[config.mk]
export PLATFORM = sky130hd
export DESIGN_NAME = trb_ring_consumer
export DESIGN_NICKNAME = d
export VERILOG_FILES = /design/src/rtl/trb_ring_pkg.sv /design/src/rtl/trb_ring_decode.sv /design/src/rtl/trb_ring_ptr.sv /design/src/rtl/trb_ring_fsm.sv /design/src/rtl/trb_ring_consumer.sv
export SDC_FILE = /design/constraint.sdc
export NUM_CORES = 1
export LEC_CHECK = 0
export ABC_AREA = 1
export BUFFER_PORTS_ARGS = -buffer_cell sky130_fd_sc_hd__clkbuf_2
export CAP_MARGIN = 40
export CORE_AREA = 2 2 132 134
export DETAILED_ROUTE_END_ITERATION = 7
export DIE_AREA = 0 0 134 136
export PLACE_DENSITY_LB_ADDON = 0.12
export SLEW_MARGIN = 20
export SYNTH_ARGS = -nofsm -noshare
export SYNTH_HDL_FRONTEND = slang
export SYNTH_SLANG_ARGS = --single-unit
[constraint.sdc]
create_clock -name clk -period 1.9 [get_ports clk]
set_input_delay 0.19 -clock clk [delete_from_list [all_inputs] [get_ports clk]]
set_output_delay 0.19 -clock clk [all_outputs]
set_load 0.02 [all_outputs]
[src/rtl/trb_ring_pkg.sv]
// Package: shared constants and types of the transfer ring fetcher.
// Assumes a block is four little-endian 32-bit words packed into 128 bits,
// with word 0 in bits 31:0 and the control word in bits 127:96.
package trb_ring_pkg;

    localparam int TRB_W        = 128;
    localparam int TRB_BYTES    = 16;
    localparam int TYPE_W       = 6;
    localparam int CTRL_LSB     = 96;

    // control word bit positions
    localparam int CB_CYCLE     = 0;
    localparam int CB_TOGGLE    = 1;
    localparam int CB_CHAIN     = 4;
    localparam int CB_IOC       = 5;
    localparam int CB_TYPE_LSB  = 10;

    localparam logic [TYPE_W-1:0] TYPE_LINK = 6'd6;
    localparam logic [TYPE_W-1:0] TYPE_NOOP = 6'd8;

    typedef enum logic [2:0] {
        ST_IDLE,
        ST_REQ,
        ST_WAIT,
        ST_EVAL,
        ST_OUT
    } fetch_st_t;

    typedef struct packed {
        logic              owned;
        logic              is_link;
        logic              is_noop;
        logic              toggle;
        logic              chain;
        logic              ioc;
        logic [TYPE_W-1:0] ttype;
    } trb_info_t;

endpackage

[src/rtl/trb_ring_decode.sv]
// Module: combinational decode of a block's control word.
// Decides ownership by comparing the cycle flag with the consumer cycle state
// and classifies link and no-op blocks. Assumes ctrl is the 4th word.
module trb_ring_decode
    import trb_ring_pkg::*;
(
    input  logic [31:0] ctrl,
    input  logic        ccs,
    output trb_info_t   info
);

    logic unused_ctrl_bits;

    // Purpose: extract fields and classify the block.
    always_comb begin
        info.ttype   = ctrl[CB_TYPE_LSB +: TYPE_W];
        info.owned   = (ctrl[CB_CYCLE] == ccs);
        info.is_link = (info.ttype == TYPE_LINK);
        info.is_noop = (info.ttype == TYPE_NOOP);
        info.toggle  = ctrl[CB_TOGGLE];
        info.chain   = ctrl[CB_CHAIN];
        info.ioc     = ctrl[CB_IOC];
    end

    assign unused_ctrl_bits = ^{ctrl[31:CB_TYPE_LSB+TYPE_W], ctrl[CB_TYPE_LSB-1:CB_IOC+1],
                                ctrl[CB_CHAIN-1:CB_TOGGLE+1]};

endmodule

[src/rtl/trb_ring_ptr.sv]
// Module: dequeue pointer and consumer cycle state registers.
// Loads, advances by one block, or jumps to a segment-aligned link target.
// Assumes the controller raises at most one of load_en, adv, link_en per cycle.
module trb_ring_ptr #(
    parameter int ADDR_W         = 32,
    parameter int TRB_BYTES      = 16,
    parameter int SEG_ALIGN_BITS = 6
) (
    input  logic              clk,
    input  logic              rst_n,
    input  logic              load_en,
    input  logic [ADDR_W-1:0] load_ptr,
    input  logic              load_ccs,
    input  logic              adv,
    input  logic              link_en,
    input  logic [ADDR_W-1:0] link_ptr,
    input  logic              link_tog,
    output logic [ADDR_W-1:0] ptr,
    output logic              ccs
);

    localparam int STEP_BITS = $clog2(TRB_BYTES);
    localparam logic [ADDR_W-1:0] STEP     = ADDR_W'(TRB_BYTES);
    localparam logic [ADDR_W-1:0] TRB_MASK = ~((ADDR_W'(1) << STEP_BITS) - ADDR_W'(1));
    localparam logic [ADDR_W-1:0] SEG_MASK = ~((ADDR_W'(1) << SEG_ALIGN_BITS) - ADDR_W'(1));

    logic [ADDR_W-1:0] ptr_q;
    logic              ccs_q;

    // Purpose: update pointer and cycle state on load, advance or link.
    always_ff @(posedge clk) begin
        if (!rst_n) begin
            ptr_q <= '0;
            ccs_q <= 1'b0;
        end else if (load_en) begin
            ptr_q <= load_ptr & TRB_MASK;
            ccs_q <= load_ccs;
        end else if (link_en) begin
            ptr_q <= link_ptr & SEG_MASK;
            ccs_q <= ccs_q ^ link_tog;
        end else if (adv) begin
            ptr_q <= ptr_q + STEP;
        end
    end

    assign ptr = ptr_q;
    assign ccs = ccs_q;


    link_align_chk: assert property (@(posedge clk) disable iff (!rst_n)
        $past(link_en) |-> (ptr_q[SEG_ALIGN_BITS-1:0] == '0));

endmodule

[src/rtl/trb_ring_fsm.sv]
// Module: fetch controller of the ring walker.
// Issues one read per block, evaluates ownership, follows links, skips no-ops,
// forwards the rest, and honours pause (after current) and abort (at once).
// Assumes memory answers each accepted request exactly once, in order.
module trb_ring_fsm
    import trb_ring_pkg::*;
(
    input  logic      clk,
    input  logic      rst_n,
    input  logic      doorbell,
    input  logic      load,
    input  logic      pause_req,
    input  logic      abort_req,
    input  logic      mem_req_ready,
    input  logic      mem_rsp_valid,
    input  logic      out_ready,
    input  trb_info_t info,
    output logic      mem_req_valid,
    output logic      capture,
    output logic      out_valid,
    output logic      adv,
    output logic      link_en,
    output logic      load_en,
    output logic      running
);

    fetch_st_t st_q, st_d;
    logic      pause_pend;
    logic      abort_pend;

    // Purpose: state register.
    always_ff @(posedge clk) begin
        if (!rst_n) st_q <= ST_IDLE;
        else        st_q <= st_d;
    end

    // Purpose: latch stop requests while active; requests while idle are dropped.
    always_ff @(posedge clk) begin
        if (!rst_n || st_q == ST_IDLE) begin
            pause_pend <= 1'b0;
            abort_pend <= 1'b0;
        end else begin
            pause_pend <= pause_pend | pause_req;
            abort_pend <= abort_pend | abort_req;
        end
    end

    // Purpose: next state and one-cycle datapath strobes.
    always_comb begin
        st_d    = st_q;
        adv     = 1'b0;
        link_en = 1'b0;
        capture = 1'b0;
        load_en = 1'b0;
        case (st_q)
            ST_IDLE: begin
                load_en = load;
                if (doorbell) st_d = ST_REQ;
            end
            ST_REQ: begin
                if (abort_pend || pause_pend) st_d = ST_IDLE;
                else if (mem_req_ready)       st_d = ST_WAIT;
            end
            ST_WAIT: begin
                if (mem_rsp_valid) begin
                    if (abort_pend) begin
                        st_d = ST_IDLE;
                    end else begin
                        capture = 1'b1;
                        st_d    = ST_EVAL;
                    end
                end
            end
            ST_EVAL: begin
                if (abort_pend || !info.owned) begin
                    st_d = ST_IDLE;
                end else if (info.is_link) begin
                    link_en = 1'b1;
                    st_d    = pause_pend ? ST_IDLE : ST_REQ;
                end else if (info.is_noop) begin
                    adv  = 1'b1;
                    st_d = pause_pend ? ST_IDLE : ST_REQ;
                end else begin
                    st_d = ST_OUT;
                end
            end
            ST_OUT: begin
                if (abort_pend) begin
                    st_d = ST_IDLE;
                end else if (out_ready) begin
                    adv  = 1'b1;
                    st_d = pause_pend ? ST_IDLE : ST_REQ;
                end
            end
            default: st_d = ST_IDLE;
        endcase
    end

    assign mem_req_valid = (st_q == ST_REQ) && !abort_pend && !pause_pend;
    assign out_valid     = (st_q == ST_OUT) && !abort_pend;
    assign running       = (st_q != ST_IDLE);


    out_hold_chk: assert property (@(posedge clk) disable iff (!rst_n)
        (out_valid && !out_ready && !abort_req) |=> out_valid);


    start_after_doorbell_chk: assert property (@(posedge clk) disable iff (!rst_n)
        $rose(running) |-> $past(doorbell));


    rsp_in_wait_chk: assert property (@(posedge clk) disable iff (!rst_n)
        mem_rsp_valid |-> (st_q == ST_WAIT));


    empty_stop_chk: assert property (@(posedge clk) disable iff (!rst_n)
        (st_q == ST_EVAL && !info.owned) |=> !running);


    abort_drop_chk: assert property (@(posedge clk) disable iff (!rst_n)
        (st_q == ST_OUT && abort_pend) |=> (!running && !out_valid));

endmodule

[src/rtl/trb_ring_consumer.sv]
// Module: top of the cycle-flag transfer ring fetcher.
// Holds the fetched block, decodes it, and ties the controller to the
// pointer registers. Assumes ADDR_W <= 64 and a single-outstanding memory.
module trb_ring_consumer
    import trb_ring_pkg::*;
#(
    parameter int ADDR_W         = 32,
    parameter int SEG_ALIGN_BITS = 6
) (
    input  logic              clk,
    input  logic              rst_n,
    input  logic              doorbell,
    input  logic              load,
    input  logic [ADDR_W-1:0] load_ptr,
    input  logic              load_ccs,
    input  logic              pause_req,
    input  logic              abort_req,
    output logic              mem_req_valid,
    input  logic              mem_req_ready,
    output logic [ADDR_W-1:0] mem_req_addr,
    input  logic              mem_rsp_valid,
    input  logic [TRB_W-1:0]  mem_rsp_data,
    output logic              out_valid,
    input  logic              out_ready,
    output logic [63:0]       out_param,
    output logic [31:0]       out_status,
    output logic [TYPE_W-1:0] out_type,
    output logic              out_chain,
    output logic              out_ioc,
    output logic              running,
    output logic [ADDR_W-1:0] deq_ptr,
    output logic              ccs
);

    logic [TRB_W-1:0] trb_q;
    trb_info_t        info;
    logic             capture, adv, link_en, load_en;

    // Purpose: hold the block most recently returned by memory.
    always_ff @(posedge clk) begin
        if (!rst_n)       trb_q <= '0;
        else if (capture) trb_q <= mem_rsp_data;
    end

    trb_ring_decode u_dec (
        .ctrl (trb_q[CTRL_LSB +: 32]),
        .ccs  (ccs),
        .info (info)
    );

    trb_ring_fsm u_fsm (
        .clk           (clk),
        .rst_n         (rst_n),
        .doorbell      (doorbell),
        .load          (load),
        .pause_req     (pause_req),
        .abort_req     (abort_req),
        .mem_req_ready (mem_req_ready),
        .mem_rsp_valid (mem_rsp_valid),
        .out_ready     (out_ready),
        .info          (info),
        .mem_req_valid (mem_req_valid),
        .capture       (capture),
        .out_valid     (out_valid),
        .adv           (adv),
        .link_en       (link_en),
        .load_en       (load_en),
        .running       (running)
    );

    trb_ring_ptr #(
        .ADDR_W         (ADDR_W),
        .TRB_BYTES      (TRB_BYTES),
        .SEG_ALIGN_BITS (SEG_ALIGN_BITS)
    ) u_ptr (
        .clk      (clk),
        .rst_n    (rst_n),
        .load_en  (load_en),
        .load_ptr (load_ptr),
        .load_ccs (load_ccs),
        .adv      (adv),
        .link_en  (link_en),
        .link_ptr (trb_q[ADDR_W-1:0]),
        .link_tog (info.toggle),
        .ptr      (deq_ptr),
        .ccs      (ccs)
    );

    assign mem_req_addr = deq_ptr;
    assign out_param    = trb_q[63:0];
    assign out_status   = trb_q[95:64];
    assign out_type     = info.ttype;
    assign out_chain    = info.chain;
    assign out_ioc      = info.ioc;


    out_data_stable_chk: assert property (@(posedge clk) disable iff (!rst_n)
        ($past(out_valid && !out_ready) && out_valid) |->
            ($stable(out_param) && $stable(out_status) && $stable(out_type)));

endmodule

==> results.toml, run 1 <==
[status]
status = "completed"

[detailed_routing]
num_vias = 7615
firstDrtPassIters = 5
route.detailed.drc = 0
vias_per_cell = 4.733
wl_per_cell_um = 14.08
wl_um = 22650
drtIter0Drc = 434
route.antenna.remaining_nets = 0

[synthesis]
async_reset_ff_share_pct = 0
avgSynthCellArea_um2 = 6.720
synth.largest_area_cell = "dfxtp_1"
seq_area_frac_synth_pct = 37.51
synth_ff_type = "dfxtp_1"
synth_area_um2 = 7472
ys_ff_latch = 140
synth_edf_count = 0
ys_types = 34
yosys_warnings = 0
synth_top_area_share_pct = 37.51
syn-instance-count = 1112
synthTopCellsByArea = "dfxtp_1, nor2_1, buf_4"

[finish]
final_layout_size_suffix_gt1_share_pct = 28.20
fin_cells = 1609
syn_to_final_growth_pct = 31.76
final_nets = 1542

[critical_path]
crit_chain = "nand2_1, nor2_1, nand2_1, buf_4, o21ai_0, nand3_1, o211ai_1, nand3_1, nand2_1, inv_1"
crit_arrival_ns = 2.00
slowest_delay_ns = 0.46
slowest_stage = "dfxtp_1"
critical-path-top-delay-family = "simple AND/OR/NAND/NOR gates"
cp-start-kind = "register"
worst-setup-path-type = "register to register"
path_buf_inv = 2
cp_max_fo = 6
end_kind = "register"
required_ns = 2.21
cpMostUsedCell = "nand2_1"

[die]
die-area_um2 = 18220
start_util_pct = 44.28
top_level_ports = 342
die_w_um = 134
placementRows = 48
die_h_um = 136
core-area_um2 = 16880

[clocking]
cts.htree.levels = 4
cts_tree = "yes"
clock_latency_ns = 0.41
cts_inserted_buffers = 17
root_buffer = "clkbuf_16"
cts_buffer_depth = 2
clk_pin_slew_worst_paths_ns = 0.06
cts.sinks = 140

[timing]
fmax_mhz = 594.2
rsz0062_at_grt = "false"
period_share_pct = 88.57
slew_violations = 0
hold_viol_final = 0
fin_crit_ns = 1.683
tns_ns = 0
clock_skew_ns = 0.01039
setup_viol = 0

[global_route]
gr-total-overflow = 0
grtUsageMet1_pct = 27.49
grt_max_degree = 95
grt_pass1_vias = 7282
use_met2_pct = 43.93
grt_pass1_wl_um = 35730
grt_use_met3_pct = 6.972
track_usage_pct = 24.79
antenna_found_initial = 2
grt_busiest_layer = "met2"

[placement]
dp_hpwl_um = 15800
place.port_buffers = 307
numPlacedInstances = 1489
place.gp.congestion = 0.9461

[job]
max-cap-violations = 0

[power_and_ir_drop]
ir_drop_v = 0.0006277
leakage_nw = 4.872
powerDensity_nw_per_um2 = 1180

[min_path]
hold_class = "primary input to register"
[synth_stat cells (5+ instances only)]
cell type,count
nand3_1,30
inv_1,55
a21oi_1,38
nor2_1,289
nor3_1,5
o21ai_0,140
buf_2,15
nand4_1,5
clkbuf_1,28
o21ai_1,6
buf_4,139
dfxtp_1,140
buf_6,5
nand2_1,178
[final timing paths]
| kind | start | end | slack [ns] | cells past startpoint |
|---|---|---|---|---|
| worst max register to register | u_ptr.ptr[8]$_SDFFE_PN0P_ | u_ptr.ptr[15]$_SDFFE_PN0P_ | 0.22 | 10 |
| worst min register to register | trb_q[24]$_SDFFE_PN0P_ | trb_q[24]$_SDFFE_PN0P_ | 0.47 | 2 |
| worst min-delay path | mem_rsp_data[61] | trb_q[61]$_SDFFE_PN0P_ | 0.02 | 3 |
| worst max-delay path | u_ptr.ptr[8]$_SDFFE_PN0P_ | u_ptr.ptr[15]$_SDFFE_PN0P_ | 0.22 | 10 |
[metal layers]
metal  routed length (µm)  up-vias
li1                     -     3881
met2                11190      265
met5                   13        -
met1                 9156     3417
met3                 1539       50
met4                  750        2
[state kept, by name (all words and copies together) (netlist names)]
signal            flops
u_fsm.abort_pend      1
u_ptr.ptr            28
u_fsm.st_q            3
u_ptr.ccs             1
trb_q               106
u_fsm.pause_pend      1
[timing repair]
| action | CTS | global route |
|---|---|---|
| resized for setup | 0 | 7 |
| endpoints found under the setup margin | 0 | 15 |
| setup buffers | 0 | 0 |
| endpoints found under the hold margin | 88 | 0 |
| hold buffers | 88 | 0 |
[worst register-to-register path, stage by stage (launching register included)]
cell and delay (ns):
dfxtp_1 0.46, nand2_1 0.11, nor2_1 0.17, nand2_1 0.12
buf_4 0.18, o21ai_0 0.16, nand3_1 0.11, o211ai_1 0.09
nand3_1 0.09, nand2_1 0.07, inv_1 0.03
[kinds of logic after synthesis]
kind of cell / share of synthesized area [%]
AOI/OAI and AO/OA: 13.18
buffers and inverters: 20.19
xor gates and xnor gates: 0.8205
other: 0.05019
adders and majority gates: 0.1674
DFF: 37.51
muxes: 0.1340
and+or+nand+nor: 27.95
[where the power goes]
part	internal (mW)	switching (mW)	leakage, nW
Combinational	1.47	2.66	3.44
Clock	2.21	1.33	0.295
Sequential	3.47	0.474	1.14
Total	7.16	4.46	4.87
[through the flow]
| step | utilization [%] | area, µm² | hold slack [ns] | setup WS (ns) | total power [mW] |
|---|---|---|---|---|---|
| 2_1_floorplan | - | 7498 | 0.3194 | 0.1739 | 7.157 |
| 3_3_place_gp | 49.33 | 8324 | 0.4112 | 0.1683 | 7.955 |
| 3_5_place_dp | 49.33 | 8324 | 0.4159 | 0.1154 | 7.976 |
| 4_1_cts | 58.22 | 9826 | 0.0008104 | 0.1026 | 11.68 |
| 5_1_grt | 58.34 | 9846 | 0.008805 | 0.002159 | 12.34 |
| 6_report | 58.34 | 9846 | 0.01995 | 0.2172 | 11.62 |
[cell type report]
class | count | area, µm²
antenna | 1 | 2.502
clock buffer | 19 | 432.9
clock inverter | 12 | 187.7
fill | 1670 | 7030
inverter | 59 | 224.0
multi-input combinational | 731 | 3204
sequential | 140 | 2803
tap | 225 | 281.5
timing repair buffer | 422 | 2710
[placed cells by master (no fill, tap or decap), types with 3 or more instances in the layout]
cell,synthesis,final
inv_2,4,4
a21oi_1,38,38
bufinv_16,0,4
o21ai_1,6,6
nand2_2,3,4
xnor2_1,3,3
conb_1,1,8
buf_4,139,21
clkbuf_16,0,17
buf_12,0,7
nand3_2,3,3
nor2_1,289,286
inv_6,0,3
clkinv_4,0,3
xor2_1,4,4
nor3_1,5,5
nand2_1,178,176
nand4_1,5,5
o21ai_0,140,140
dlygate4sd3_1,0,88
inv_1,55,54
nor2_2,4,7
clkbuf_2,0,306
dfxtp_1,140,140
nand3_1,30,30
No activity file was read; power rests on OpenSTA's default activity.
==> run 2: changes to the inputs <==
--- a/config.mk
+++ b/config.mk
@@ -13,4 +13,5 @@
 export DIE_AREA = 0 0 134 136
 export PLACE_DENSITY_LB_ADDON = 0.12
+export REMOVE_ABC_BUFFERS = 1
 export SLEW_MARGIN = 20
 export SYNTH_ARGS = -nofsm -noshare
==> constraint.sdc (replaced) <==
create_clock -name clk -period 1.9 [get_ports clk]
set_input_delay 0.285 -clock clk [delete_from_list [all_inputs] [get_ports clk]]
set_output_delay 0.285 -clock clk [all_outputs]
set_load 0.02 [all_outputs]
==> results.toml, run 2 (same netlist as run 1, synthesis figures left out) <==
[detailed_routing]
route.antenna.remaining_nets = 0
drtIter0Drc = 365
firstDrtPassIters = 4
num_vias = 7125
wl_um = 21490
wl_per_cell_um = 14.05
route.detailed.drc = 0
vias_per_cell = 4.657

[clocking]
cts_tree = "yes"
cts.sinks = 140
root_buffer = "clkbuf_16"
post_cts_resized = 0
clock_latency_ns = 0.43
cts_inserted_buffers = 17
cts.htree.levels = 4
post_cts_buffers = 0
clk_pin_slew_worst_paths_ns = 0.06
ctsHoldBuffers = 0
cts_buffer_depth = 2

[critical_path]
crit_chain = "nor2_2, nand3_2, inv_1, buf_12, o21ai_0, nand2_1, nand2_1, a21oi_1"
startpoint = "u_fsm.st_q[2]$_SDFFE_PN0P_"
crit_end = "u_ptr.ptr[19]$_SDFFE_PN0P_"
slowest_delay_ns = 0.36
end_kind = "register"
cpMostUsedCell = "nand2_1"
worst-setup-path-type = "register to register"
r2r_end = "u_ptr.ptr[19]$_SDFFE_PN0P_"
cp-start-kind = "register"
cp_max_fo = 21
critical-path-top-delay-family = "simple AND/OR/NAND/NOR gates"
crit_arrival_ns = 2.05
path_buf_inv = 2
r2r_slack_ns = 0.19
crit_cells = 8
required_ns = 2.24
slowest_stage = "dfxtp_1"
reg2reg_depth = 8
r2r-start = "u_fsm.st_q[2]$_SDFFE_PN0P_"

[status]
status = "completed"

[die]
placementRows = 48
die_h_um = 136
start_util_pct = 44.28
die-area_um2 = 18220
core-area_um2 = 16880
top_level_ports = 342
die_w_um = 134

[global_route]
grt_pass1_wl_um = 34170
track_usage_pct = 23.78
gr-total-overflow = 0
antenna_found_initial = 1
grt_pass1_vias = 6680
grt_max_degree = 76

[timing]
slew_headroom_pct = 66.18
fmax_mhz = 585.5
slew_violations = 0
tns_ns = 0
fin_crit_ns = 1.708
clock_skew_ns = 0.008533
setup_viol = 0
rsz0062_at_grt = "false"
period_share_pct = 89.90
tightest_slew_ns = 0.5067
fin_ws_ns = 0.1920
hold_viol_final = 0

[finish]
fillers = 1742
final_common_cell = "clkbuf_2"
mostFrequentLayoutCells = "clkbuf_2, nor2_1, nand2_1, o21ai_0, dfxtp_1"
final_layout_size_suffix_gt1_share_pct = 30.34
utilization_pct = 53.24
final_nets = 1463
fin_cells = 1530
top_register = "trb_q"
largest_reg_flops = 106
syn_to_final_growth_pct = 20.24
antenna_cells = 0

[power_and_ir_drop]
p_total_mw = 11.43
leakage_nw = 4.538
powerDensity_nw_per_um2 = 1273
ir_drop_v = 0.0006508

[min_path]
hold_start = "mem_rsp_data[33]"
hold_class = "primary input to register"

[placement]
dp_hpwl_um = 16010
place.gp.congestion = 0.8859
numPlacedInstances = 1498
dp_slack_ns = 0.2103
place.port_buffers = 307

[job]
max-cap-violations = 0
## run 2: changes by cell type in the layout (fill, tap and decap cells not counted), sizes merged
cell,delta
dlygate4sd3,-88
buf,+9
inv,+3
bufinv,-2
clkinv,-2
clkinvlp,+2
diode,-1
## run 2: per-stage QoR
step / hold WS (ns) / instance area, µm²
finish: 0.07640 / 8985
global route: 0.07471 / 8985
CTS: 0.06174 / 8985
detailed placement: 0.4637 / 8379
global placement: 0.4597 / 8379
floorplan: 0.4144 / 6211
## run 2: worst min-delay path by stage
stage                                        endpoint  slack (ns)  cells past startpoint
after detailed placement       trb_q[22]$_SDFFE_PN0P_        0.46                      2
after global placement         trb_q[16]$_SDFFE_PN0P_        0.46                      2
after global routing      u_fsm.abort_pend$_SDFF_PP0_        0.07                      3
final                          trb_q[33]$_SDFFE_PN0P_        0.08                      3
after floorplan           u_fsm.abort_pend$_SDFF_PP0_        0.41                      2
after CTS                      trb_q[33]$_SDFFE_PN0P_        0.06                      3
## run 2: power by group
group	internal (mW)	total, mW	switching (mW)
sequential	3.47	3.89	0.414
clock	2.03	3.44	1.41
combinational	1.42	4.10	2.68
total	6.93	11.4	4.51
## run 2: layout make-up
| type | instances | area (µm²) | area share, % |
|---|---|---|---|
| timing repair buffer | 343 | 1884 | 20.97 |
| multi-input combinational | 731 | 3187 | 35.47 |
| inverter | 59 | 224.0 | 2.493 |
| clock buffer | 19 | 452.9 | 5.041 |
| tap | 225 | 281.5 | 3.133 |
| clock inverter | 13 | 152.6 | 1.699 |
| sequential | 140 | 2803 | 31.19 |
## run 2: metal layers
| metal | track usage, % | vias up | routed length [µm] |
|---|---|---|---|
| li1 | - | 3730 | - |
| met1 | 29.56 | 3119 | 9499 |
| met4 | 8.570 | 0 | 437 |
| met2 | 39.20 | 245 | 9857 |
| met5 | 0 | - | 0 |
| met3 | 7.010 | 31 | 1696 |
## run 2: worst min-delay path, delay by kind of cell
| family | cells | cell delay (ns) |
|---|---|---|
| simple gates | 2 | 0.11 |
| buf+inv | 1 | 0.07 |
==> run 3: changes to the inputs <==
Settings changed: CORE_AREA 2 2 132 134 to not set, CORE_MARGIN set to 2, CORE_UTILIZATION set to 50, DIE_AREA 0 0 134 136 to not set, SYNTH_HIERARCHICAL set to 1.
==> results.toml, run 3 <==
[synthesis]
syn-instance-count = 1240
avgSynthCellArea_um2 = 6.445
synth_area_um2 = 7991
yosys_warnings = 6

[finish]
antenna_cells = 0
final_area_um2 = 9619
final_layout_size_suffix_gt1_share_pct = 30.46
seq_area_um2 = 2816
multi_input_area_um2 = 3381
final_nets = 1585
final_common_cell = "nand2_1"
syn_to_final_growth_pct = 20.37
top_register = "trb_q"
fin_cells = 1641
utilization_pct = 61.00
largest_reg_flops = 106
fillers = 1641
mostFrequentLayoutCells = "nand2_1, clkbuf_2, nor2_1, inv_1, dfxtp_1"

[power_and_ir_drop]
powerDensity_nw_per_um2 = 1196
leakage_nw = 4.990
ir_drop_v = 0.0006143

[die]
top_level_ports = 342
placementRows = 46
die-area_um2 = 17010
die_h_um = 130.4
start_util_pct = 50.67
die_w_um = 130.4
core-area_um2 = 15770

[timing]
setup_viol = 0
clock_skew_ns = 0.008871
period_share_pct = 94.62
hold-worst-slack_ns = 0.08601
fin_crit_ns = 1.798
tns_ns = 0
hold_viol_final = 0
slew_violations = 0
rsz0062_at_grt = "true"
fmax_mhz = 556.2

[placement]
placed_area_um2 = 8885
place.gp.congestion = 0.9005
numPlacedInstances = 1607
dp_hpwl_um = 15360
place.port_buffers = 307

[global_route]
track_usage_pct = 23.84
grt_pass1_wl_um = 31930
grt_max_degree = 95
gr-total-overflow = 0
grt_pass1_vias = 6597
use_met2_pct = 40.19
grtUsageMet1_pct = 28.15
antenna_found_initial = 0
grt_use_met3_pct = 9.202
grt_busiest_layer = "met2"

[critical_path]
required_ns = 2.25
cp-start-kind = "register"
crit_arrival_ns = 2.15
end_kind = "register"
worst-setup-path-type = "register to register"
cp_max_fo = 8

[clocking]
root_buffer = "clkbuf_16"
cts_buffer_depth = 2
ctsHoldBuffers = 0
cts.htree.levels = 4
clk_pin_slew_worst_paths_ns = 0.06
clock_latency_ns = 0.42
cts_inserted_buffers = 17
cts.sinks = 140
cts_tree = "yes"

[detailed_routing]
num_vias = 7365
route.antenna.remaining_nets = 0
route.detailed.drc = 0
wl_um = 20360
firstDrtPassIters = 5
vias_per_cell = 4.488
drtIter0Drc = 299
wl_per_cell_um = 12.41

[min_path]
hold_class = "primary input to register"

[job]
max-cap-violations = 0

[status]
status = "completed"
## run 3: worst max-delay path: stages (launching register included)
cell     delay (ns)
dfxtp_1        0.31
or2_0          0.23
nor2_2         0.11
inv_1          0.07
nor3_2         0.11
buf_4          0.15
nor2_2         0.07
nand2_4        0.13
buf_12         0.13
o221a_2        0.18
o21ai_0        0.09
a21oi_1        0.16
## run 3: worst paths after layout
path / start / endpoint / slack, ns / depth (start not counted)
setup / recovery: trb_q[109]$_SDFFE_PN0P_ / u_ptr/ptr[16]$_SDFFE_PN0P_ / 0.10 / 11
hold / removal: pause_req / u_fsm/pause_pend$_SDFF_PP0_ / 0.09 / 3
setup reg to reg: trb_q[109]$_SDFFE_PN0P_ / u_ptr/ptr[16]$_SDFFE_PN0P_ / 0.10 / 11
hold reg to reg: trb_q[37]$_SDFFE_PN0P_ / trb_q[37]$_SDFFE_PN0P_ / 0.47 / 2
## run 3: layer usage
layer,part of all wire [%],vias up
li1,-,3939
met1,43,3183
met3,8.1,29
met5,0,-
met2,47,214
met4,1.7,0
## run 3: final cells by class
| cell class | count | area share (%) |
|---|---|---|
| repair buffers | 346 | 20.60 |
| clock buffers | 24 | 5.320 |
| multi-input cells | 763 | 35.15 |
| flip-flops and latches | 140 | 29.28 |
| well taps | 216 | 2.810 |
| inverters | 146 | 5.723 |
| clock inverters | 6 | 1.119 |
## run 3: per-stage QoR
step                setup WS [ns]  total power [mW]
floorplan                  -5.526             6.466
global placement         0.009766             7.875
detailed placement       0.003373             7.926
CTS                       0.01636             11.47
global route             -0.03438             12.25
finish                     0.1022             11.51
## run 3: report_power, final
group | leakage (nW) | switching [mW] | internal [mW]
clock network | 0.304 | 1.26 | 2.26
logic | 3.54 | 2.49 | 1.59
registers | 1.14 | 0.480 | 3.44
## run 3: what timing repair did
action	in CTS	in global routing
setup buffers	0	4
pin swaps	0	9
setup endpoints to repair	2	26
resized for setup	1	28
